<file path="src/rtl/ipa_pkg.sv">
package ipa_pkg;
   localparam int SEL_DIR_BIT  = 14;
   localparam int SEL_BUSY_BIT = 15;

   typedef enum logic {
      DIR_WRITE = 1'b0,
      DIR_READ  = 1'b1
   } acc_dir_e;
endpackage

</file>
<file path="src/rtl/ipa_seq.sv">
module ipa_seq #(
   parameter int ACC_LAT = 2
) (
   input  logic clk,
   input  logic rst_n,
   input  logic start,
   output logic busy,
   output logic commit
);
   localparam int CNT_W = (ACC_LAT > 1) ? $clog2(ACC_LAT) : 1;

   logic busy_q;
   assign busy = busy_q;

   generate
      if (ACC_LAT == 1) begin : g_single
         assign commit = busy_q;
         always_ff @(posedge clk or negedge rst_n) begin
            if (!rst_n)       busy_q <= 1'b0;
            else if (start)   busy_q <= 1'b1;
            else if (commit)  busy_q <= 1'b0;
         end
      end else begin : g_count
         logic [CNT_W-1:0] left_q;
         assign commit = busy_q && (left_q == '0);
         always_ff @(posedge clk or negedge rst_n) begin
            if (!rst_n) begin
               busy_q <= 1'b0;
               left_q <= '0;
            end else if (start) begin
               busy_q <= 1'b1;
               left_q <= CNT_W'(ACC_LAT - 1);
            end else if (commit) begin
               busy_q <= 1'b0;
            end else if (busy_q) begin
               left_q <= left_q - 1'b1;
            end
         end
      end
   endgenerate
endmodule

</file>
<file path="src/rtl/ipa_ptr_table.sv">
module ipa_ptr_table #(
   parameter int NUM_CH = 40,
   parameter int ID_W   = 6,
   parameter int PTR_W  = 9
) (
   input  logic             clk,
   input  logic             rst_n,
   input  logic             host_we,
   input  logic [ID_W-1:0]  host_ch,
   input  logic [PTR_W-1:0] host_ptr,
   input  logic             dp_we,
   input  logic [ID_W-1:0]  dp_ch,
   input  logic [PTR_W-1:0] dp_ptr,
   input  logic [ID_W-1:0]  rd_ch,
   output logic [PTR_W-1:0] rd_cur,
   input  logic [ID_W-1:0]  look_ch,
   output logic [PTR_W-1:0] look_start
);
   logic [PTR_W-1:0] cur_arr   [NUM_CH];
   logic [PTR_W-1:0] start_arr [NUM_CH];

   generate
      for (genvar i = 0; i < NUM_CH; i++) begin : g_ch
         logic [PTR_W-1:0] start_q;
         logic [PTR_W-1:0] cur_q;
         logic             h_hit;
         logic             d_hit;
         assign h_hit = host_we && (host_ch == ID_W'(i));
         assign d_hit = dp_we && (dp_ch == ID_W'(i));
         always_ff @(posedge clk or negedge rst_n) begin
            if (!rst_n) begin
               start_q <= '0;
               cur_q   <= '0;
            end else if (h_hit) begin
               start_q <= host_ptr;
               cur_q   <= host_ptr;
            end else if (d_hit) begin
               cur_q   <= dp_ptr;
            end
         end
         assign cur_arr[i]   = cur_q;
         assign start_arr[i] = start_q;
      end
   endgenerate

   always_comb begin
      rd_cur = '0;
      for (int i = 0; i < NUM_CH; i++)
         if (rd_ch == ID_W'(i)) rd_cur = cur_arr[i];
   end

   always_comb begin
      look_start = '0;
      for (int i = 0; i < NUM_CH; i++)
         if (look_ch == ID_W'(i)) look_start = start_arr[i];
   end
endmodule

</file>
<file path="src/rtl/ipa_host_regs.sv">
module ipa_host_regs
   import ipa_pkg::*;
#(
   parameter int              ADDR_W   = 12,
   parameter int              DATA_W   = 16,
   parameter int              ID_W     = 6,
   parameter int              PTR_W    = 9,
   parameter logic [ADDR_W-1:0] SEL_ADDR = 12'h900,
   parameter logic [ADDR_W-1:0] DAT_ADDR = 12'h904
) (
   input  logic              clk,
   input  logic              rst_n,
   input  logic              host_wr,
   input  logic [ADDR_W-1:0] host_addr,
   input  logic [DATA_W-1:0] host_wdata,
   output logic [DATA_W-1:0] host_rdata,
   input  logic              busy,
   input  logic              commit,
   input  logic [PTR_W-1:0]  rd_value,
   output logic              sel_start,
   output logic [ID_W-1:0]   sel_ch,
   output acc_dir_e          sel_dir,
   output logic [PTR_W-1:0]  data_q
);
   logic sel_hit;
   logic dat_hit;
   logic rd_load;
   logic unused_wbits;

   assign sel_hit   = (host_addr == SEL_ADDR);
   assign dat_hit   = (host_addr == DAT_ADDR);
   assign sel_start = host_wr && sel_hit && !busy;
   assign rd_load   = commit && (sel_dir == DIR_READ);
   assign unused_wbits = ^host_wdata;

   always_ff @(posedge clk or negedge rst_n) begin
      if (!rst_n) begin
         sel_ch  <= '0;
         sel_dir <= DIR_WRITE;
      end else if (sel_start) begin
         sel_ch  <= host_wdata[ID_W-1:0];
         sel_dir <= acc_dir_e'(host_wdata[SEL_DIR_BIT]);
      end
   end

   always_ff @(posedge clk or negedge rst_n) begin
      if (!rst_n)                  data_q <= '0;
      else if (rd_load)            data_q <= rd_value;
      else if (host_wr && dat_hit) data_q <= host_wdata[PTR_W-1:0];
   end

   always_comb begin
      host_rdata = '0;
      if (sel_hit) begin
         host_rdata[ID_W-1:0]     = sel_ch;
         host_rdata[SEL_DIR_BIT]  = sel_dir;
         host_rdata[SEL_BUSY_BIT] = busy;
      end else if (dat_hit) begin
         host_rdata[PTR_W-1:0]    = data_q;
      end
   end
endmodule

</file>
<file path="src/rtl/ipa_ptr_access.sv">
module ipa_ptr_access
   import ipa_pkg::*;
#(
   parameter int              NUM_CH   = 40,
   parameter int              ID_W     = 6,
   parameter int              PTR_W    = 9,
   parameter int              ADDR_W   = 12,
   parameter int              DATA_W   = 16,
   parameter int              ACC_LAT  = 2,
   parameter logic [ADDR_W-1:0] SEL_ADDR = 12'h900,
   parameter logic [ADDR_W-1:0] DAT_ADDR = 12'h904
) (
   input  logic              clk,
   input  logic              rst_n,
   input  logic              host_wr,
   input  logic [ADDR_W-1:0] host_addr,
   input  logic [DATA_W-1:0] host_wdata,
   output logic [DATA_W-1:0] host_rdata,
   input  logic              dp_upd,
   input  logic [ID_W-1:0]   dp_chan,
   input  logic [PTR_W-1:0]  dp_ptr,
   output logic [PTR_W-1:0]  dp_start
);
   generate
      if (NUM_CH < 1 || NUM_CH > (1 << ID_W)) begin : g_bad_ch
         $error("NUM_CH does not fit the channel code width");
      end
      if (ID_W > SEL_DIR_BIT) begin : g_bad_id
         $error("channel code overlaps the direction bit");
      end
      if (PTR_W > DATA_W || DATA_W <= SEL_BUSY_BIT) begin : g_bad_data
         $error("register width too small for its fields");
      end
      if (ACC_LAT < 1) begin : g_bad_lat
         $error("ACC_LAT must be at least 1");
      end
   endgenerate

   logic             sel_start;
   logic             busy;
   logic             commit;
   logic [ID_W-1:0]  sel_ch;
   acc_dir_e         sel_dir;
   logic [PTR_W-1:0] data_q;
   logic [PTR_W-1:0] rd_cur;
   logic             tbl_we;

   assign tbl_we = commit && (sel_dir == DIR_WRITE);

   ipa_host_regs #(
      .ADDR_W(ADDR_W), .DATA_W(DATA_W), .ID_W(ID_W), .PTR_W(PTR_W),
      .SEL_ADDR(SEL_ADDR), .DAT_ADDR(DAT_ADDR)
   ) u_regs (
      .clk(clk), .rst_n(rst_n), .host_wr(host_wr), .host_addr(host_addr),
      .host_wdata(host_wdata), .host_rdata(host_rdata), .busy(busy),
      .commit(commit), .rd_value(rd_cur), .sel_start(sel_start),
      .sel_ch(sel_ch), .sel_dir(sel_dir), .data_q(data_q)
   );

   ipa_seq #(.ACC_LAT(ACC_LAT)) u_seq (
      .clk(clk), .rst_n(rst_n), .start(sel_start), .busy(busy), .commit(commit)
   );

   ipa_ptr_table #(.NUM_CH(NUM_CH), .ID_W(ID_W), .PTR_W(PTR_W)) u_tbl (
      .clk(clk), .rst_n(rst_n), .host_we(tbl_we), .host_ch(sel_ch),
      .host_ptr(data_q), .dp_we(dp_upd), .dp_ch(dp_chan), .dp_ptr(dp_ptr),
      .rd_ch(sel_ch), .rd_cur(rd_cur), .look_ch(dp_chan), .look_start(dp_start)
   );
endmodule

</file>
<file path="config.mk">
export PLATFORM = sky130hd
export DESIGN_NAME = ipa_ptr_access
export DESIGN_NICKNAME = d
export VERILOG_FILES = /design/src/rtl/ipa_pkg.sv /design/src/rtl/ipa_seq.sv /design/src/rtl/ipa_ptr_table.sv /design/src/rtl/ipa_host_regs.sv /design/src/rtl/ipa_ptr_access.sv
export SDC_FILE = /design/constraint.sdc
export NUM_CORES = 2
export LEC_CHECK = 0
export ABC_AREA = 0
export CORE_UTILIZATION = 42
export DETAILED_ROUTE_END_ITERATION = 12
export PLACE_DENSITY_LB_ADDON = 0.12
export SLEW_MARGIN = 20
export SYNTH_ARGS = -nofsm -noshare
export SYNTH_HDL_FRONTEND = slang
export SYNTH_SLANG_ARGS = --single-unit
export TNS_END_PERCENT = 5
</file>
<file path="constraint.sdc">
create_clock -name clk -period 9.75 [get_ports clk]
set_clock_uncertainty 0.15 [all_clocks]
set_input_delay 1.95 -clock clk [delete_from_list [all_inputs] [get_ports clk]]
set_output_delay 1.95 -clock clk [all_outputs]
set_load 0.03 [all_outputs]
</file>
==> impl_metrics.yaml <==
layout:
  drive_gt1_frac: 0.105
  post-route-cell-area_um2: 42700
  area_growth_syn_to_layout_pct: 12.2
  final_nets: 4117
  layout_commonest_cell: "nand2_1"
  fillers: 8647
  fin_util: 0.479
  stdcell_count: 5302
  final_cell_mix: "nand2_1, dfrtp_1, mux2i_1, o21ai_0, o21ai_1"
critical_path:
  worstPathCellList: "clkdlybuf4s50_1 -> nand2b_1 -> or3b_1 -> o21ai_0 -> a32oi_1 -> o221ai_1 -> o311ai_1 -> clkdlybuf4s50_1"
  criticalPathCategory: "in2out"
  timing.rr.end: "u_regs.data_q[8]"
  cpLargestDelayFamily: "buffers and inverters"
  rrSetupSlack_ns: 4.79
  critical-path-max-stage-delay_ns: 0.99
  endpoint: "dp_start[2]"
  crit_cells: 8
  start_kind: "input port"
  crit_fanout: 15
  cp.required_ns: 7.65
  cp-startpoint: "dp_chan[3]"
  reg2reg_depth: 9
  critPathMostFrequentCell: "clkdlybuf4s50_1"
  cp.arrival_ns: 6.55
  r2r_start: "u_regs.sel_ch[1]"
  path_buf_inv: 2
  endpoint_kind: "primary output"
  critPathSlowestCell: "clkdlybuf4s50_1"
power:
  clkPwrFrac: 0.446
  internal_power_mw: 5.44
  p_sw_frac: 0.270
  power_per_cell_area_nw_per_um2: 175
  p_comb_frac: 0.095
  vdd_drop_max_mv: 0.124
  p_seq_frac: 0.459
  p_sw_mw: 2.01
  p_leak_nw: 18.7
floorplanning:
  die_w_um: 303
  dieArea_um2: 91700
  die_h_um: 303
  ios: 72
  coreArea_um2: 89100
  initial_core_util: 0.427
  rows: 109
synth:
  synth_edf_count: 0
  async_flop_share: 1.00
  syn_area_um2: 38000
  ys_ff_latch: 738
  postSynthCellCount: 4109
  yosysWarningCount: 0
  yosysSeqAreaShare: 0.486
  synthFlopType: "dfrtp_1"
  ys_types: 91
  post_synth.cell_area_avg_um2: 9.25
clock_network:
  htreeDepth: 3
  cts_tree: "done"
  holdBufCountCts: 0
  clk_latency_ns: 0.67
  post-cts-setup-buffer-count: 0
  cts_max_path_buffers: 3
  clkTransAtPathRegs_ns: 0.07
  cts_made_buffers: 84
  cts.sinks: 738
  cts_root_buf: "clkbuf_16"
  post_cts_resized: 0
sta:
  setup_slack_ns: 1.10
  hold_viol_final: 0
  drv_slew: 0
  tightest_slew_ns: 1.24
  setup_viol: 0
  maxSlewHeadroom: 0.173
  fmax_mhz: 116
  rsz0062_at_grt: "false"
  period_share: 0.887
  period_minus_slack_ns: 8.65
  tns_ns: 0
route:
  vias_per_cell: 6.36
  detail_route.wl_per_cell_um: 31.5
  drt_wl_total_um: 167000
  drtIter0Drc: 4592
  final_antenna_net_count: 0
  drc_errors: 0
  dr.pass1.iters: 8
  dr_total_vias: 33700
global_routing:
  grt_pass1_vias: 32400
  grt_first_pass_wirelength_um: 240000
  grt_max_degree: 166
  antenna_found_initial: 9
  grt_use_total: 0.365
  grt_overflow_total: 0
placement:
  gp_congestion: 1.00
  dp.cells: 5149
  port_buffers: 60
  dpl_worst_slack_ns: 1.27
  dpl.hpwl_um: 109000
  dpl_cell_area_um2: 39800
worst_hold_path:
  hold_path_class: "reg2reg"
job:
  cap_violations: 0
status:
  outcome: "complete, no violations"
==> cell usage after synthesis, drive strengths merged, types with 8 or more instances <==
| cell type | number | share of area |
|---|---|---|
| o32ai | 10 | 0.0023 |
| nor3 | 36 | 0.0047 |
| nand3 | 37 | 0.0049 |
| a32oi | 12 | 0.0028 |
| nor4b | 12 | 0.0043 |
| a221oi | 16 | 0.0040 |
| a31oi | 27 | 0.0044 |
| mux2i | 454 | 0.12 |
| nor2 | 193 | 0.023 |
| a211oi | 17 | 0.0034 |
| mux4 | 38 | 0.023 |
| or4b | 8 | 0.0022 |
| nand2b | 10 | 0.0016 |
| o21ai | 502 | 0.066 |
| dfrtp | 738 | 0.49 |
| buf | 125 | 0.017 |
| nor2b | 21 | 0.0035 |
| nand2 | 1207 | 0.12 |
| and3 | 8 | 0.0013 |
| a22oi | 19 | 0.0038 |
| nor4 | 8 | 0.0015 |
| a21oi | 133 | 0.018 |
| inv | 21 | 0.0021 |
| a2111oi | 8 | 0.0018 |
| o221ai | 19 | 0.0044 |
| o31ai | 14 | 0.0028 |
| o22ai | 39 | 0.0064 |
| clkbuf | 179 | 0.018 |
| mux2 | 53 | 0.016 |
| o211ai | 16 | 0.0032 |
==> registers in the layout, summed over array words and instances, names as in the netlist <==
register and cells:
u_tbl.g_ch.start_q 360, u_seq.busy 1, u_regs.sel_ch 6, u_tbl.g_ch.cur_q 360, u_regs.sel_dir 1, u_regs.data_q 9, u_seq.g_count.left_q 1
==> worst min-delay path by stage <==
stage                                         start                   endpoint  slack [ns]  cells past startpoint
after floorplan            u_tbl.g_ch[8].start_q[8]   u_tbl.g_ch[8].start_q[8]        0.28                      2
after global placement     u_tbl.g_ch[8].start_q[8]   u_tbl.g_ch[8].start_q[8]        0.30                      2
after detailed placement   u_tbl.g_ch[1].start_q[1]   u_tbl.g_ch[1].start_q[1]        0.31                      2
after CTS                  u_tbl.g_ch[1].start_q[1]   u_tbl.g_ch[1].start_q[1]        0.32                      2
after global routing       u_tbl.g_ch[1].start_q[3]   u_tbl.g_ch[1].start_q[3]        0.33                      2
final                     u_tbl.g_ch[26].start_q[4]  u_tbl.g_ch[26].start_q[4]        0.32                      2
==> worst reg2reg max path, delay by kind of cell, from the launching register on <==
family | cells | cell delay [ns]
AO/OA/AOI/OAI | 5 | 2.29
buffers and inverters | 2 | 0.77
flip-flops | 1 | 0.85
AND/OR/NAND/NOR | 2 | 0.75
==> routing by layer <==
metal	GRT usage	vias to the layer above	share of wire
li1	-	14400	-
met1	0.525	17000	0.42
met2	0.511	2033	0.41
met3	0.103	373	0.12
met4	0.157	2	0.047
met5	0	-	0.000042
==> kinds of logic after synthesis <==
family,after synthesis,share of synthesized area
AO/OA/AOI/OAI,913,0.142
buffers and inverters,325,0.0371
flip-flops,738,0.486
multiplexers,545,0.158
other,1,0.0000986
AND/OR/NAND/NOR,1587,0.177
==> cell type report <==
class / instances / area, µm² / area share
diodes: 3 / 7.51 / 0.000176
clock buffers: 129 / 2520 / 0.0592
clock inverters: 21 / 294 / 0.00689
inverters: 21 / 78.8 / 0.00185
multi-input cells: 3050 / 18300 / 0.429
flip-flops and latches: 738 / 18500 / 0.433
well taps: 1165 / 1460 / 0.0342
repair buffers: 175 / 1530 / 0.0357
==> power groups by stage <==
stage / logic, mW / clock network, mW / registers, mW
floorplan: 0.399 / 0 / 3.39
global placement: 0.682 / 0 / 3.46
detailed placement: 0.692 / 0 / 3.46
CTS: 0.692 / 3.36 / 3.41
global route: 0.756 / 3.46 / 3.43
finish: 0.707 / 3.33 / 3.42
==> through the flow <==
step,hold WS (ns),power [mW]
floorplan,0.284,3.79
global placement,0.300,4.14
detailed placement,0.309,4.15
CTS,0.323,7.46
global route,0.333,7.65
finish,0.320,7.46
Note: power is estimated with default switching activity, not from simulation.
